### config.mk
export PLATFORM = sky130hd
export DESIGN_NAME = hp_status_bank
export DESIGN_NICKNAME = d
export VERILOG_FILES = /design/src/rtl/hp_pkg.sv /design/src/rtl/hp_bus_slice.sv /design/src/rtl/hp_drain_seq.sv /design/src/rtl/hp_reg_if.sv /design/src/rtl/hp_status_bank.sv
export SDC_FILE = /design/constraint.sdc
export NUM_CORES = 1
export LEC_CHECK = 0
export BUFFER_PORTS_ARGS = -buffer_cell sky130_fd_sc_hd__buf_2
export CAP_MARGIN = 20
export CELL_PAD_IN_SITES_DETAIL_PLACEMENT = 1
export CELL_PAD_IN_SITES_GLOBAL_PLACEMENT = 2
export CORE_ASPECT_RATIO = 1.75
export CORE_MARGIN = 2
export CORE_UTILIZATION = 39
export CTS_CLUSTER_DIAMETER = 80
export CTS_CLUSTER_SIZE = 14
export DETAILED_ROUTE_END_ITERATION = 6
export PLACE_DENSITY_LB_ADDON = 0.1
export SLEW_MARGIN = 20
export SYNTH_ARGS = -nofsm -noshare
export SYNTH_HDL_FRONTEND = slang
export SYNTH_SLANG_ARGS = --single-unit
### constraint.sdc
create_clock -name clk -period 6.05 [get_ports clk]
set_input_delay 0.605 -clock clk [delete_from_list [all_inputs] [get_ports clk]]
set_output_delay 0.605 -clock clk [all_outputs]
set_load 0.1 [all_outputs]
### src/rtl/hp_pkg.sv
`timescale 1ns/1ps
// Shared register offsets and helpers for the hotplug status bank.
package hp_pkg;
    localparam logic [4:0] OFS_INS  = 5'h00;  // insert-pending word, cleared on read
    localparam logic [4:0] OFS_REM  = 5'h04;  // remove-pending word
    localparam logic [4:0] OFS_EJ   = 5'h08;  // eject write, reads zero
    localparam logic [4:0] OFS_RMV  = 5'h0C;  // removable-slot word
    localparam logic [4:0] OFS_SEL  = 5'h10;  // bus select
    localparam logic [4:0] WIN_END  = 5'h14;  // first offset outside window

    // Isolates the lowest set bit of a 32-bit word.
    function automatic logic [31:0] low_bit32(input logic [31:0] v);
        return v & (~v + 32'd1);
    endfunction
endpackage

### src/rtl/hp_bus_slice.sv
`timescale 1ns/1ps
// Per-bus pending words. Clears are applied before sets, so a set in the
// same cycle wins. Assumes clr_vec and set_* are already gated to this bus.
module hp_bus_slice #(
    parameter int SLOTS = 32
) (
    input  logic             clk,
    input  logic             rst_n,
    input  logic             clr_ins,
    input  logic [SLOTS-1:0] clr_vec,
    input  logic [SLOTS-1:0] set_ins,
    input  logic [SLOTS-1:0] set_rem,
    input  logic             ld_rmv,
    input  logic [SLOTS-1:0] fixed,
    output logic [SLOTS-1:0] ins_q,
    output logic [SLOTS-1:0] rem_q,
    output logic [SLOTS-1:0] rmv_q
);
    logic [SLOTS-1:0] ins_keep;

    // Insert bits that survive this cycle's read-clear.
    always_comb ins_keep = clr_ins ? '0 : ins_q;

    // Update the three words: clear first, then set.
    always_ff @(posedge clk) begin
        if (!rst_n) begin
            ins_q <= '0;
            rem_q <= '0;
            rmv_q <= '1;
        end else begin
            ins_q <= (ins_keep & ~clr_vec) | set_ins;
            rem_q <= (rem_q & ~clr_vec) | set_rem;
            if (ld_rmv) rmv_q <= ~fixed;
        end
    end
endmodule

### src/rtl/hp_drain_seq.sv
`timescale 1ns/1ps
// Drain sequencer: walks buses 0..NB-1 and retires one pending remove slot
// per cycle. When a bus has none left it loads that bus's removable word and
// moves on. Starts after reset and on start.
module hp_drain_seq #(
    parameter int NB    = 3,
    parameter int SLOTS = 32,
    localparam int IDX_W = (NB > 1) ? $clog2(NB) : 1
) (
    input  logic                clk,
    input  logic                rst_n,
    input  logic                start,
    input  logic [NB*SLOTS-1:0] rem_flat,
    output logic                busy,
    output logic [NB*SLOTS-1:0] clr_flat,
    output logic [NB-1:0]       ld_vec
);
    logic [IDX_W-1:0] idx;
    logic [SLOTS-1:0] cur;

    // Remove word of the bus being drained.
    always_comb cur = rem_flat[idx*SLOTS +: SLOTS];

    // One step: clear the lowest pending slot, or finish the bus.
    always_comb begin
        clr_flat = '0;
        ld_vec   = '0;
        if (busy) begin
            if (cur != '0) clr_flat[idx*SLOTS +: SLOTS] = cur & (~cur + 1'b1);
            else           ld_vec[idx] = 1'b1;
        end
    end

    // Bus pointer and running flag.
    always_ff @(posedge clk) begin
        if (!rst_n || start) begin
            busy <= 1'b1;
            idx  <= '0;
        end else if (busy && cur == '0) begin
            if (int'(idx) == NB - 1) busy <= 1'b0;
            else                     idx  <= idx + 1'b1;
        end
    end
endmodule

### src/rtl/hp_reg_if.sv
`timescale 1ns/1ps
// Register front end: decodes the window, holds the select register, forms the
// registered read response and the read-clear and eject strobes. Assumes one
// access per cycle.
module hp_reg_if
    import hp_pkg::*;
#(
    parameter int NB      = 3,
    parameter int SLOTS   = 32,
    parameter int DEF_BUS = 0,
    localparam int IDX_W  = (NB > 1) ? $clog2(NB) : 1
) (
    input  logic                clk,
    input  logic                rst_n,
    input  logic                legacy_mode,
    input  logic                req_valid,
    input  logic                req_write,
    input  logic [4:0]          req_addr,
    input  logic [31:0]         req_wdata,
    input  logic [NB*SLOTS-1:0] ins_flat,
    input  logic [NB*SLOTS-1:0] rem_flat,
    input  logic [NB*SLOTS-1:0] rmv_flat,
    output logic                rd_valid,
    output logic [31:0]         rd_data,
    output logic [31:0]         sel_q,
    output logic [IDX_W-1:0]    sel_idx,
    output logic                rd_clr_ins,
    output logic [SLOTS-1:0]    ej_vec
);
    logic             in_win, sel_ok, rd_hit, wr_hit;
    logic [IDX_W-1:0] sel_safe;
    logic [31:0]      rd_word, ej_low;

    // Address and selection qualification.
    always_comb begin
        in_win   = (req_addr[1:0] == 2'b00) && (req_addr < WIN_END);
        sel_ok   = sel_q < NB;
        sel_idx  = sel_q[IDX_W-1:0];
        sel_safe = sel_ok ? sel_idx : '0;
        rd_hit   = req_valid && !req_write && in_win && sel_ok;
        wr_hit   = req_valid && req_write && in_win;
    end

    // Read-clear and eject strobes toward the selected bus.
    always_comb begin
        ej_low     = low_bit32(req_wdata);
        rd_clr_ins = rd_hit && (req_addr == OFS_INS) && !legacy_mode;
        ej_vec     = (wr_hit && (req_addr == OFS_EJ) && sel_ok) ? ej_low[SLOTS-1:0] : '0;
    end

    // Read multiplexer over the selected bus's words.
    always_comb begin
        rd_word = '0;
        case (req_addr)
            OFS_INS: rd_word = 32'(ins_flat[sel_safe*SLOTS +: SLOTS]);
            OFS_REM: rd_word = 32'(rem_flat[sel_safe*SLOTS +: SLOTS]);
            OFS_RMV: rd_word = 32'(rmv_flat[sel_safe*SLOTS +: SLOTS]);
            OFS_SEL: rd_word = sel_q;
            default: rd_word = '0;
        endcase
    end

    // Select register and registered read response.
    always_ff @(posedge clk) begin
        if (!rst_n) begin
            sel_q    <= 32'(DEF_BUS);
            rd_valid <= 1'b0;
            rd_data  <= '0;
        end else begin
            if (wr_hit && req_addr == OFS_SEL)
                sel_q <= legacy_mode ? 32'(DEF_BUS) : req_wdata;
            rd_valid <= req_valid && !req_write;
            rd_data  <= rd_hit ? rd_word : '0;
        end
    end
endmodule

### src/rtl/hp_status_bank.sv
`timescale 1ns/1ps
// Hotplug slot status bank: NB per-bus slices, the register front end and the
// drain sequencer. Plug and unplug requests set pending bits and pulse
// hp_event one cycle later. Assumes requests are single-cycle strobes.
module hp_status_bank #(
    parameter int NB      = 3,
    parameter int SLOTS   = 32,
    parameter int DEF_BUS = 0,
    localparam int IDX_W  = (NB > 1) ? $clog2(NB) : 1,
    localparam int SLOT_W = (SLOTS > 1) ? $clog2(SLOTS) : 1
) (
    input  logic                clk,
    input  logic                rst_n,
    input  logic                legacy_mode,
    input  logic                req_valid,
    input  logic                req_write,
    input  logic [4:0]          req_addr,
    input  logic [31:0]         req_wdata,
    output logic                rd_valid,
    output logic [31:0]         rd_data,
    input  logic                plug_valid,
    input  logic [IDX_W-1:0]    plug_bus,
    input  logic [SLOT_W-1:0]   plug_slot,
    input  logic                plug_boot,
    input  logic                unplug_valid,
    input  logic [IDX_W-1:0]    unplug_bus,
    input  logic [SLOT_W-1:0]   unplug_slot,
    input  logic [NB*SLOTS-1:0] slot_fixed,
    input  logic                hp_reset_req,
    output logic                hp_event,
    output logic                drain_busy
);
    logic [NB*SLOTS-1:0] ins_flat, rem_flat, rmv_flat, drain_clr;
    logic [NB-1:0]       drain_ld;
    logic [31:0]         sel_q;
    logic [IDX_W-1:0]    sel_idx;
    logic                rd_clr_ins, plug_hit, unplug_hit;
    logic [SLOTS-1:0]    ej_vec;

    // Requests that count: real bus, and for plugs not present at boot.
    always_comb begin
        plug_hit   = plug_valid && !plug_boot && (int'(plug_bus) < NB);
        unplug_hit = unplug_valid && (int'(unplug_bus) < NB);
    end

    hp_reg_if #(.NB(NB), .SLOTS(SLOTS), .DEF_BUS(DEF_BUS)) u_regs (
        .clk(clk), .rst_n(rst_n), .legacy_mode(legacy_mode),
        .req_valid(req_valid), .req_write(req_write), .req_addr(req_addr),
        .req_wdata(req_wdata), .ins_flat(ins_flat), .rem_flat(rem_flat),
        .rmv_flat(rmv_flat), .rd_valid(rd_valid), .rd_data(rd_data),
        .sel_q(sel_q), .sel_idx(sel_idx), .rd_clr_ins(rd_clr_ins), .ej_vec(ej_vec)
    );

    hp_drain_seq #(.NB(NB), .SLOTS(SLOTS)) u_drain (
        .clk(clk), .rst_n(rst_n), .start(hp_reset_req), .rem_flat(rem_flat),
        .busy(drain_busy), .clr_flat(drain_clr), .ld_vec(drain_ld)
    );

    for (genvar b = 0; b < NB; b++) begin : g_bus
        logic             on_sel;
        logic [SLOTS-1:0] set_i, set_r, clr_v;

        // Route strobes that target bus b.
        always_comb begin
            on_sel = (int'(sel_idx) == b);
            set_i  = (plug_hit && int'(plug_bus) == b) ? (SLOTS'(1) << plug_slot) : '0;
            set_r  = (unplug_hit && int'(unplug_bus) == b) ? (SLOTS'(1) << unplug_slot) : '0;
            clr_v  = drain_clr[b*SLOTS +: SLOTS] | (on_sel ? ej_vec : '0);
        end

        hp_bus_slice #(.SLOTS(SLOTS)) u_slice (
            .clk(clk), .rst_n(rst_n), .clr_ins(rd_clr_ins && on_sel),
            .clr_vec(clr_v), .set_ins(set_i), .set_rem(set_r),
            .ld_rmv(drain_ld[b]), .fixed(slot_fixed[b*SLOTS +: SLOTS]),
            .ins_q(ins_flat[b*SLOTS +: SLOTS]), .rem_q(rem_flat[b*SLOTS +: SLOTS]),
            .rmv_q(rmv_flat[b*SLOTS +: SLOTS])
        );
    end

    // One-cycle event pulse per cycle with a counted request.
    always_ff @(posedge clk) begin
        if (!rst_n) hp_event <= 1'b0;
        else        hp_event <= plug_hit || unplug_hit;
    end
endmodule

Word-level counts from Yosys, hierarchy flattened
Cells that the tools add are included.
{"block": "op_classes", "shifts": 8, "n_eq_ne": 11, "order_cmp": 6, "muxes": 22, "addsub": 4, "n_reduce_logical": 41, "bitwise": 27}
{"operator": "$mux 32", "n": 14}
{"operator": "$shiftx 96x8->32", "n": 4}
{"operator": "$or 32x32->32", "n": 9}
{"operator": "$and 32x32->32", "n": 8}
{"operator": "$not 32->32", "n": 8}
{"operator": "$mux 96", "n": 2}
{"operator": "$pmux 32 s4", "n": 1}
{"operator": "$and 96x96->96", "n": 1}
{"operator": "$shift 32x34->96 const A", "n": 1}
{"operator": "$shiftx 32x34->96", "n": 1}
{"operator": "$add 32x1->32 const B", "n": 2}
{"operator": "$shl 1x5->32 const A", "n": 2}
{"operator": "$neg 7->34", "n": 1}
{"operator": "$logic_not 32->1", "n": 1}
{"operator": "$lt 32x2->1 const B", "n": 1}
{"operator": "$reduce_bool 32->1", "n": 1}
{"operator": "$logic_and 1x1->1", "n": 25}
{"operator": "$eq 2x2->1 const B", "n": 7}
{"operator": "$eq 5x4->1 const B", "n": 2}
{"operator": "$logic_not 2->1", "n": 4}
{"operator": "$mux 3", "n": 2}
{"operator": "$reduce_and 2->1", "n": 3}
{"operator": "$eq 5x3->1 const B", "n": 1}
{"operator": "$eq 5x5->1 const B", "n": 1}
{"operator": "other kinds (12)", "n": 17}
{"block": "word_totals", "word_cells": 134, "input_bits": 156, "register_bits": 357}

Longest topological paths before layout
Gate-level depths: netlist of run 1.
{"block": "depth", "word_depth": 12, "depth_mapped": 13, "ltp_nobuf": 8}

Hierarchy
Synthesis of run 1 repeated with hierarchy kept, for this count alone.
{"block": "hier_totals", "cells_unflattened": 2578, "hier_area_um2": 20250.7}
{"module": "hp_bus_slice", "area_per_inst_um2": 3528.4, "n_inst": 3, "cells_per_inst": 374}
{"module": "hp_reg_if", "area_per_inst_um2": 5688.0, "n_inst": 1, "cells_per_inst": 742}
{"module": "hp_status_bank", "area_per_inst_um2": 2173.3, "n_inst": 1, "cells_per_inst": 431}
{"module": "hp_drain_seq", "area_per_inst_um2": 1804.2, "n_inst": 1, "cells_per_inst": 283}

Worst setup path after synthesis of run 1
Ideal clock, no wire load.
{"block": "synth_timing", "path_type": "in2reg", "start": "input req_wdata[2]", "end": "register g_bus[2].u_slice.rem_q[29]", "path_slack_ns": 2.852, "required_time_ns": 5.918, "arrival_time_ns": 3.066, "path_buffers": 0, "path_stages": 6, "cell_sequence": "or4_1 -> or3_1 -> or4b_1 -> or4b_2 -> a41oi_1 -> o21ai_0"}
{"block": "synth_between", "elab_chain_cells": 9}
{"item": "from (decl)", "line_no": "hp_status_bank.sv:18", "source": "input logic [31:0] req_wdata,"}
{"item": "$not 32->32", "line_no": "hp_pkg.sv:13", "source": "return v & (~v + 32'd1);"}
{"item": "$add 32x1->32", "line_no": "hp_pkg.sv:13"}
{"item": "$and 32x32->32", "line_no": "hp_pkg.sv:13"}
{"item": "$mux 32", "line_no": "hp_reg_if.sv:48", "source": "ej_vec = (wr_hit && (req_addr == OFS_EJ) && sel_ok) ? ej_low[SLOTS-1:0] : '0;"}
{"item": "$mux 32", "line_no": "hp_status_bank.sv:68", "source": "clr_v = drain_clr[b*SLOTS +: SLOTS] | (on_sel ? ej_vec : '0);"}
{"item": "$or 32x32->32", "line_no": "hp_status_bank.sv:68"}
{"item": "$not 32->32", "line_no": "hp_bus_slice.sv:32", "source": "rem_q <= (rem_q & ~clr_vec) | set_rem;"}
{"item": "$and 32x32->32", "line_no": "hp_bus_slice.sv:32"}
{"item": "$or 32x32->32", "line_no": "hp_bus_slice.sv:32"}
{"item": "to (signal assigned)", "line_no": "hp_bus_slice.sv:32"}
{"item": "to (decl)", "line_no": "hp_bus_slice.sv:16", "source": "output logic [SLOTS-1:0] rem_q,"}
No other way between the ends.
A chain may end at the register's enable or synchronous reset.

Worst setup path after layout of run 1
{"block": "layout_timing", "start": "register u_drain.idx[1]", "end": "register g_bus[2].u_slice.rmv_q[1]"}
{"block": "layout_between", "elab_chain_cells": 6, "elab_cells_between_ends": 9}
{"item": "from (decl)", "line_no": "hp_drain_seq.sv:18", "source": "logic [IDX_W-1:0] idx;"}
{"item": "from (signal assigned)", "line_no": "hp_drain_seq.sv:41", "source": "else idx <= idx + 1'b1;"}
{"item": "parallel branches: the longest is 4 deep, another holds $shiftx 96x8->32"}
{"item": "$mux 3 (*)", "line_no": "hp_drain_seq.sv:29", "source": "if (cur != '0) clr_flat[idx*SLOTS +: SLOTS] = cur & (~cur + 1'b1);"}
{"item": "$mux 3 (*)", "line_no": "hp_drain_seq.sv:28", "source": "if (busy) begin"}
{"item": "to (signal assigned)", "line_no": "hp_bus_slice.sv:33", "source": "if (ld_rmv) rmv_q <= ~fixed;"}
{"item": "to (decl)", "line_no": "hp_bus_slice.sv:17", "source": "output logic [SLOTS-1:0] rmv_q"}
Mark *: on every way between the ends.

==> results of run 1 <==
==> final timing paths <==
| kind | from | end | cells after the start |
|---|---|---|---|
| worst min-delay path | slot_fixed[12] | g_bus[0].u_slice.rmv_q[12]$_SDFFE_PN1P_ | 3 |
| worst max-delay path | u_drain.idx[1]$_SDFFE_PP0P_ | g_bus[2].u_slice.rmv_q[1]$_SDFFE_PN1P_ | 8 |
| worst min register to register | g_bus[0].u_slice.ins_q[19]$_SDFF_PN0_ | g_bus[0].u_slice.ins_q[19]$_SDFF_PN0_ | 2 |
| worst max register to register | u_drain.idx[1]$_SDFFE_PP0P_ | g_bus[2].u_slice.rmv_q[1]$_SDFFE_PN1P_ | 8 |
==> metrics by stage <==
| step | instances | worst slack, ns | hold WS (ns) | util (%) |
|---|---|---|---|---|
| final | 2951 | 1.40 | 0.269 | 43.8 |
| after global routing | 2947 | 1.34 | 0.284 | 43.8 |
| after CTS | 2946 | 1.48 | 0.249 | 43.8 |
| after detailed placement | 2915 | 1.52 | 0.448 | 42.2 |
| after global placement | 2915 | 1.60 | 0.441 | 42.2 |
| after floorplan | 2219 | 2.85 | 0.428 | - |
==> routing by layer <==
metal  GRT usage [%]  routed length (um)
met4            19.5                5700
met3            4.47                6020
met1            41.5               34700
met5               0                   0
met2            57.5               42400
==> area by class of cell <==
cell class                 instances  area share [%]
multi-input combinational       1638            52.4
sequential                       357            33.5
timing repair buffer             232            6.15
tap                              654            3.83
clock buffer                      29            3.40
inverter                          34           0.598
clock inverter                     2          0.0821
antenna                            5          0.0586
==> cell families (layout without fill, tap and decap cells) <==
logic type / Yosys count / in the layout / synth area share, %
adder cells (fa/ha/maj): 5 / 5 / 0.326
AND/OR/NAND/NOR: 909 / 909 / 24.1
other: 0 / 5 / 0
multiplexers: 194 / 194 / 12.9
buffers and inverters: 224 / 297 / 5.03
AO/OA/AOI/OAI: 530 / 530 / 20.4
flip-flops: 357 / 357 / 37.2
==> critical path, cell delays in order, from the launching register on <==
cell and delay [ns]:
dfxtp_2 0.51, buf_4 0.42, mux2i_1 0.29, o2bb2ai_2 0.17
or4b_4 0.64, or4_2 1.01, nor4_4 0.34, buf_4 0.67
mux2_2 0.42
==> cells in the mapped netlist (29+ instances only) <==
| library cell | count |
|---|---|
| o21ai_0 | 33 |
| nor2_1 | 186 |
| mux2_1 | 31 |
| or4_1 | 37 |
| o22ai_1 | 69 |
| nand3_1 | 49 |
| mux2_4 | 30 |
| nor4_1 | 38 |
| nor3b_1 | 42 |
| a32o_1 | 40 |
| nand2_1 | 284 |
| a22oi_1 | 34 |
| nand2b_1 | 72 |
| nor3_1 | 67 |
| o31a_1 | 33 |
| inv_1 | 33 |
| o32ai_1 | 29 |
| a21oi_1 | 76 |
| mux2i_1 | 96 |
| dfxtp_1 | 357 |
| o211ai_1 | 40 |
| clkbuf_1 | 149 |
==> where the power goes <==
group | internal [mW] | leakage (nW) | total (mW) | switching [mW]
sequential | 2.42 | 2.89 | 2.50 | 0.0795
clock | 0.847 | 0.366 | 1.78 | 0.934
combinational | 0.237 | 4.15 | 0.708 | 0.471
total | 3.50 | 7.41 | 4.99 | 1.49
==> registers in the layout (all words and copies together) (netlist names) <==
| name | count |
|---|---|
| u_regs.rd_data | 32 |
| u_regs.rd_valid | 1 |
| u_drain.busy | 1 |
| g_bus.u_slice.rmv_q | 96 |
| u_drain.idx | 2 |
| g_bus.u_slice.rem_q | 96 |
| g_bus.u_slice.ins_q | 96 |
| u_regs.sel_q | 32 |
| hp_event | 1 |
==> results.toml, run 1 <==
[run_status]
status = "finished clean"

[clock_network]
root_buffer = "clkbuf_16"
postCtsHoldBufs = 0
cts_buffer_depth = 3
cts_resized = 0
insertion_delay_ns = 0.61
post_cts_buffers = 0
cts_tree = "yes"
htree_levels = 1
cts.sinks = 357
cts_buffers = 29
cts.clk_slew.worst_paths_ns = 0.08

[final_layout]
layout_commonest_cell = "dfxtp_1"
drive_above_1_share_pct = 16.8
fill_cells = 5812
multi_input_area_um2 = 11200
final_area_um2 = 21300
mostFrequentLayoutCells = "dfxtp_1 (356), nand2_1 (283), buf_2 (189)"
fin_nets = 2453
final-seq-area_um2 = 7150
syn2layout_area_growth_pct = 11.1

[placement]
placed_cell_area_um2 = 20600
post-dp-hpwl_um = 62300
place.gp.congestion = 0.923
io_buffers = 190

[worst_setup_path]
worst-endpoint-arrival_ns = 5.14
cp_data_required_time_ns = 6.54
criticalPathCategory = "flip-flop to flip-flop"
r2r_slack_ns = 1.40
end_kind = "flip-flop"
crit_fanout = 33
worstSetupStartpointType = "flip-flop"

[job]
drv_cap = 0

[timing]
slew_headroom_pct = 24.5
fmax_mhz = 215
maxSlewViolCount = 0
finalHoldViolCount = 0
worst_pin_slew_ns = 1.13
setup_viol = 0
fin_worst_skew_ns = 0.0225
fin_crit_sh_pct = 76.8
rsz0062_at_grt = "false"
post-route-min-period_ns = 4.65
fin_setup_tns_ns = 0

[floorplanning]
ios = 191
core_area_um2 = 48700
start_util_pct = 39.4
dieArea_um2 = 51100
die_w_um = 172
die_h_um = 298
std_cell_rows = 107

[logic_synthesis]
synth_ff_type = "dfxtp_1"
synth_cells = 2219
synth_edf_count = 0
yosys.cell_types.count = 79
synth_fp_nets = 2380
synth_top_cell_by_area = "dfxtp_1"
ys_seq_area_share_pct = 37.2
syn_area_um2 = 19200
yosysWarnings = 0
ys_ff_latch = 357
synth_top_area_share_pct = 37.2
post_synth.cell_area_avg_um2 = 8.66
ys_async_sr_fraction_pct = 0
synth_area_leaders = "dfxtp_1 (37%), nand2_1 (5.5%), mux2i_1 (5.0%), nor2_1 (3.6%), mux4_2 (3.2%)"

[global_routing]
grt-ovfl-total = 0
grt_pass1_wl_um = 130000
grt_max_degree = 148
grt_pass1_vias = 19880
antenna_found_initial = 3
track_usage_pct = 34.2

[drt]
first_pass_iters = 6
wirelength_um = 88800
vias = 19097
wire_per_inst_um = 30.1
drc_errors = 0
viasPerCell = 6.47
antenna_left = 0
drt-initial-drc-count = 1513

[power_and_ir_drop]
vdd_ir_drop_max_mv = 0.219
power.density_nw_per_um2 = 234
p_leak_nw = 7.41
finalPower_mw = 4.99

[min_path]
hp-class = "input pin to flip-flop"
Power figures use the tool's default switching activity.
==> inputs of run 2 (changes only) <==
Settings changed: CORE_UTILIZATION 39 to 33.
Clock period 6.05 ns to 4 ns, I/O delays scaled along.
==> run 2 against run 1 <==
Net effect: global-route usage fell by 3.6 points; clock skew rose by 0.0096 ns; first-iteration DRC count fell by 13%; routed wire length rose by 6.0%; clock power rose by 52%; clock-buffer cell count rose by 1; design area rose by 2.8%; sequential share of layout area fell by 0.91 points; highest routed layer unchanged; register-to-register slack got worse by 1.1 ns; via count fell by 0.52%; maximum frequency rose by 26%; non-clock buffer count rose by 49.
==> results.toml, run 2 (synthesized netlist as in run 1, its figures left out) <==
[floorplanning]
dieArea_um2 = 60200
ios = 191
core_area_um2 = 57800
die_h_um = 323
die_w_um = 186
start_util_pct = 33.2
std_cell_rows = 117

[drt]
drt-initial-drc-count = 1319
drc_errors = 0
wire_per_inst_um = 30.2
antenna_left = 0
vias = 18998
wirelength_um = 94100
viasPerCell = 6.09
first_pass_iters = 5

[timing]
maxSlewViolCount = 0
worst_pin_slew_ns = 1.18
fmax_mhz = 271
rsz0062_at_grt = "false"
whs_ns = 0.0699
finalHoldViolCount = 0
fin_setup_tns_ns = 0
slew_headroom_pct = 20.8
setup_viol = 0
post-route-min-period_ns = 3.69
fin_crit_sh_pct = 92.2
worst_slack_ns = 0.312
fin_worst_skew_ns = 0.0321

[global_routing]
antenna_found_initial = 2
grt_pass1_vias = 19990
track_usage_pct = 30.6
grt_max_degree = 96
grt-ovfl-total = 0
grt_pass1_wl_um = 137000

[power_and_ir_drop]
p_leak_nw = 7.68
vdd_ir_drop_max_mv = 0.319
power.density_nw_per_um2 = 347
finalPower_mw = 7.60

[min_path]
hold_depth = 3
hp-class = "input pin to flip-flop"

[final_layout]
syn2layout_area_growth_pct = 14.2
mostFrequentLayoutCells = "dfxtp_1 (356), nand2_1 (284), buf_2 (189)"
final-seq-area_um2 = 7150
multi_input_area_um2 = 11200
layout_commonest_cell = "dfxtp_1"
drive_above_1_share_pct = 18.4
largestRegisters = "g_bus.u_slice.ins_q x96, g_bus.u_slice.rem_q x96, g_bus.u_slice.rmv_q x96"
final_area_um2 = 21900
final_cell_count_no_fill = 3117
fill_cells = 6807
utilization_pct = 37.9
fin_nets = 2502

[clock_network]
cts_buffer_depth = 3
cts_resized = 0
cts_tree = "yes"
htree_levels = 1
cts_buffers = 29
cts.clk_slew.worst_paths_ns = 0.08
insertion_delay_ns = 0.61
postCtsHoldBufs = 0
post_cts_buffers = 0
root_buffer = "clkbuf_16"
cts.sinks = 357

[placement]
dp_cells = 3083
place.gp.congestion = 0.907
io_buffers = 190
pre_cts_ws_ns = 0.0618
post-dp-hpwl_um = 67400
placed_cell_area_um2 = 21200

[worst_setup_path]
criticalPathCategory = "flip-flop to flip-flop"
worstSetupStartpointType = "flip-flop"
crit_fanout = 62
r2r_slack_ns = 0.31
worst-endpoint-arrival_ns = 4.17
end_kind = "flip-flop"
reg2reg_depth = 8
cp_data_required_time_ns = 4.48

[job]
drv_cap = 0

[run_status]
status = "finished clean"
run 2: path summary, 6_finish.rpt:
kind | endpoint | startpoint
setup / recovery | g_bus[1].u_slice.rmv_q[30]$_SDFFE_PN1P_ | u_drain.idx[1]$_SDFFE_PP0P_
setup reg to reg | g_bus[1].u_slice.rmv_q[30]$_SDFFE_PN1P_ | u_drain.idx[1]$_SDFFE_PP0P_
hold / removal | g_bus[0].u_slice.rmv_q[13]$_SDFFE_PN1P_ | slot_fixed[13]
hold reg to reg | g_bus[0].u_slice.ins_q[19]$_SDFF_PN0_ | g_bus[0].u_slice.ins_q[19]$_SDFF_PN0_
run 2: layer usage:
| layer | GRT usage (%) | share of wire (%) |
|---|---|---|
| met3 | 3.84 | 5.6 |
| met1 | 36.3 | 40 |
| met5 | 0 | 0 |
| met4 | 15.6 | 5.5 |
| met2 | 54.2 | 49 |
run 2: area by class of cell:
| class | count | area share [%] |
|---|---|---|
| antenna | 2 | 0.0228 |
| clock buffer | 30 | 3.37 |
| clock inverter | 2 | 0.0741 |
| inverter | 34 | 0.587 |
| multi-input combinational | 1638 | 50.9 |
| sequential | 357 | 32.6 |
| tap | 773 | 4.41 |
| timing repair buffer | 281 | 8.06 |
run 2: power breakdown:
part / switching [mW] / internal (mW) / leakage, nW
combinational: 0.741 / 0.389 / 4.42
clock: 1.41 / 1.30 / 0.369
sequential: 0.110 / 3.66 / 2.89
run 2: worst max-delay path, cell delays in order (launching register included):
cell and delay (ns):
dfxtp_2 0.49, buf_4 0.24, mux2_2 0.34, a22oi_1 0.23, nand4_1 0.26, or4_2 0.80
buf_4 0.39, or4_1 0.63, o31a_1 0.12
==> inputs of run 3 (changes only) <==
Settings changed: RECOVER_POWER set to 50.
==> run 3 against run 2 <==
Net effect: the flow now finishes with violations (capacitance limit, slew limit); routed wire length grew 0.32%; die area is the same; via count grew 0.40%; total power is essentially flat; maximum frequency shrank 5.2%; critical path depth shrank 1; design area shrank 0.62%; clock skew shrank 0.0038 ns; utilization shrank 0.23 points; largest power group unchanged.
==> results.toml, run 3 (synthesized netlist as in run 1, its figures left out) <==
[drt]
wl_met1_um = 37200
antenna_left = 0
drc_errors = 0
met2_length_um = 46500
first_pass_iters = 5
wl_met3_um = 5550
drt-initial-drc-count = 1297
vias = 19074
wirelength_um = 94400
wire_per_inst_um = 30.3
viasPerCell = 6.12
top_layer = "met4"

[timing]
rsz0062_at_grt = "false"
fin_worst_skew_ns = 0.0283
setup_viol = 0
worst_pin_slew_ns = 1.91
slew_headroom_pct = -27.2
finalHoldViolCount = 0
fin_crit_sh_pct = 97.3
fin_setup_tns_ns = 0
worst_slack_ns = 0.108
post-route-min-period_ns = 3.89
fmax_mhz = 257
maxSlewViolCount = 95

[clock_network]
cts_buffers = 29
postCtsHoldBufs = 0
cts_buffer_depth = 3
post_cts_buffers = 0
htree_levels = 1
cts.clk_slew.worst_paths_ns = 0.07
root_buffer = "clkbuf_16"
cts.sinks = 357
cts_tree = "yes"
insertion_delay_ns = 0.61
cts_resized = 0

[global_routing]
grt_max_degree = 96
grt_pass1_vias = 19990
track_usage_pct = 30.6
grt-ovfl-total = 0
grt_pass1_wl_um = 137000
antenna_found_initial = 2

[final_layout]
mostFrequentLayoutCells = "dfxtp_1 (356), nand2_1 (284), nor2_1 (185)"
largestRegisters = "g_bus.u_slice.ins_q x96, g_bus.u_slice.rem_q x96, g_bus.u_slice.rmv_q x96"
syn2layout_area_growth_pct = 13.5
drive_above_1_share_pct = 16.4
fin_nets = 2502
fill_cells = 6822
final_area_um2 = 21800
layout_commonest_cell = "dfxtp_1"

[worst_setup_path]
worstSetupStartpointType = "flip-flop"
end_kind = "flip-flop"
criticalPathCategory = "flip-flop to flip-flop"
cp_data_required_time_ns = 4.49
worst-endpoint-arrival_ns = 4.39
reg2reg_depth = 7
crit_fanout = 31

[placement]
place.gp.congestion = 0.907
post-dp-hpwl_um = 67400
io_buffers = 190
placed_cell_area_um2 = 21200
pre_cts_ws_ns = 0.0618

[job]
drv_cap = 3

[power_and_ir_drop]
p_leak_nw = 7.46
vdd_ir_drop_max_mv = 0.318
power.density_nw_per_um2 = 349

[min_path]
hp-class = "input pin to flip-flop"
hold_depth = 3

[floorplanning]
start_util_pct = 33.2
die_w_um = 186
die_h_um = 323
core_area_um2 = 57800
dieArea_um2 = 60200
ios = 191
std_cell_rows = 117

[run_status]
status = "finished with violations"
violations = "capacitance limit, slew limit"
run 3: changes by cell type in the layout (fill, tap and decap cells not counted), moves of 2 or more:
cell	change
clkbuf_1	+47
buf_2	-36
buf_4	-13
buf_12	-3
clkbuf_2	+3
clkbuf_4	+3
and2_0	+2
and2_1	-2
run 3: final cells by class:
| cell class | instances | area, um2 | share of cell area (%) |
|---|---|---|---|
| antenna | 3 | 7.51 | 0.0344 |
| inverter | 34 | 129 | 0.591 |
| timing repair buffer | 281 | 1630 | 7.48 |
| tap | 773 | 967 | 4.44 |
| clock inverter | 2 | 16.3 | 0.0746 |
| multi-input combinational | 1638 | 11200 | 51.2 |
| sequential | 357 | 7150 | 32.8 |
| clock buffer | 30 | 739 | 3.39 |
run 3: worst max-delay path, stage by stage, from the launching register on:
cell	delay (ns)
dfxtp_1	0.40
a211oi_1	0.58
nand4_1	0.27
or4b_1	0.61
clkbuf_1	0.63
or3_1	0.77
o32a_1	0.26
a32o_1	0.25
run 3: worst paths after layout:
path,startpoint,endpoint,slack (ns)
max,u_regs.sel_q[1]$_SDFFE_PN0P_,g_bus[2].u_slice.ins_q[19]$_SDFF_PN0_,0.11
min,slot_fixed[13],g_bus[0].u_slice.rmv_q[13]$_SDFFE_PN1P_,0.07
max reg2reg,u_regs.sel_q[1]$_SDFFE_PN0P_,g_bus[2].u_slice.ins_q[19]$_SDFF_PN0_,0.11
min reg2reg,g_bus[0].u_slice.ins_q[19]$_SDFF_PN0_,g_bus[0].u_slice.ins_q[19]$_SDFF_PN0_,0.45
run 3: metrics by stage:
stage	hold slack, ns	total power, mW	std cells	utilization (%)
after floorplan	0.428	4.44	2219	-
after global placement	0.447	4.95	3083	36.6
after detailed placement	0.452	4.97	3083	36.6
after CTS	0.0463	7.67	3115	37.9
after global routing	0.0602	7.86	3115	37.7
final	0.0721	7.60	3118	37.7
run 3: layer usage:
layer | track usage [%] | up-vias
met2 | 54.2 | 789
met1 | 36.3 | 9574
met3 | 3.84 | 224
met5 | 0 | -
li1 | - | 8487
met4 | 15.6 | 0
run 3: report_power, final:
part / total [mW] / internal (mW) / switching, mW
clock network: 2.70 / 1.30 / 1.41
registers: 3.77 / 3.66 / 0.110
logic: 1.13 / 0.386 / 0.742
total: 7.60 / 5.34 / 2.26
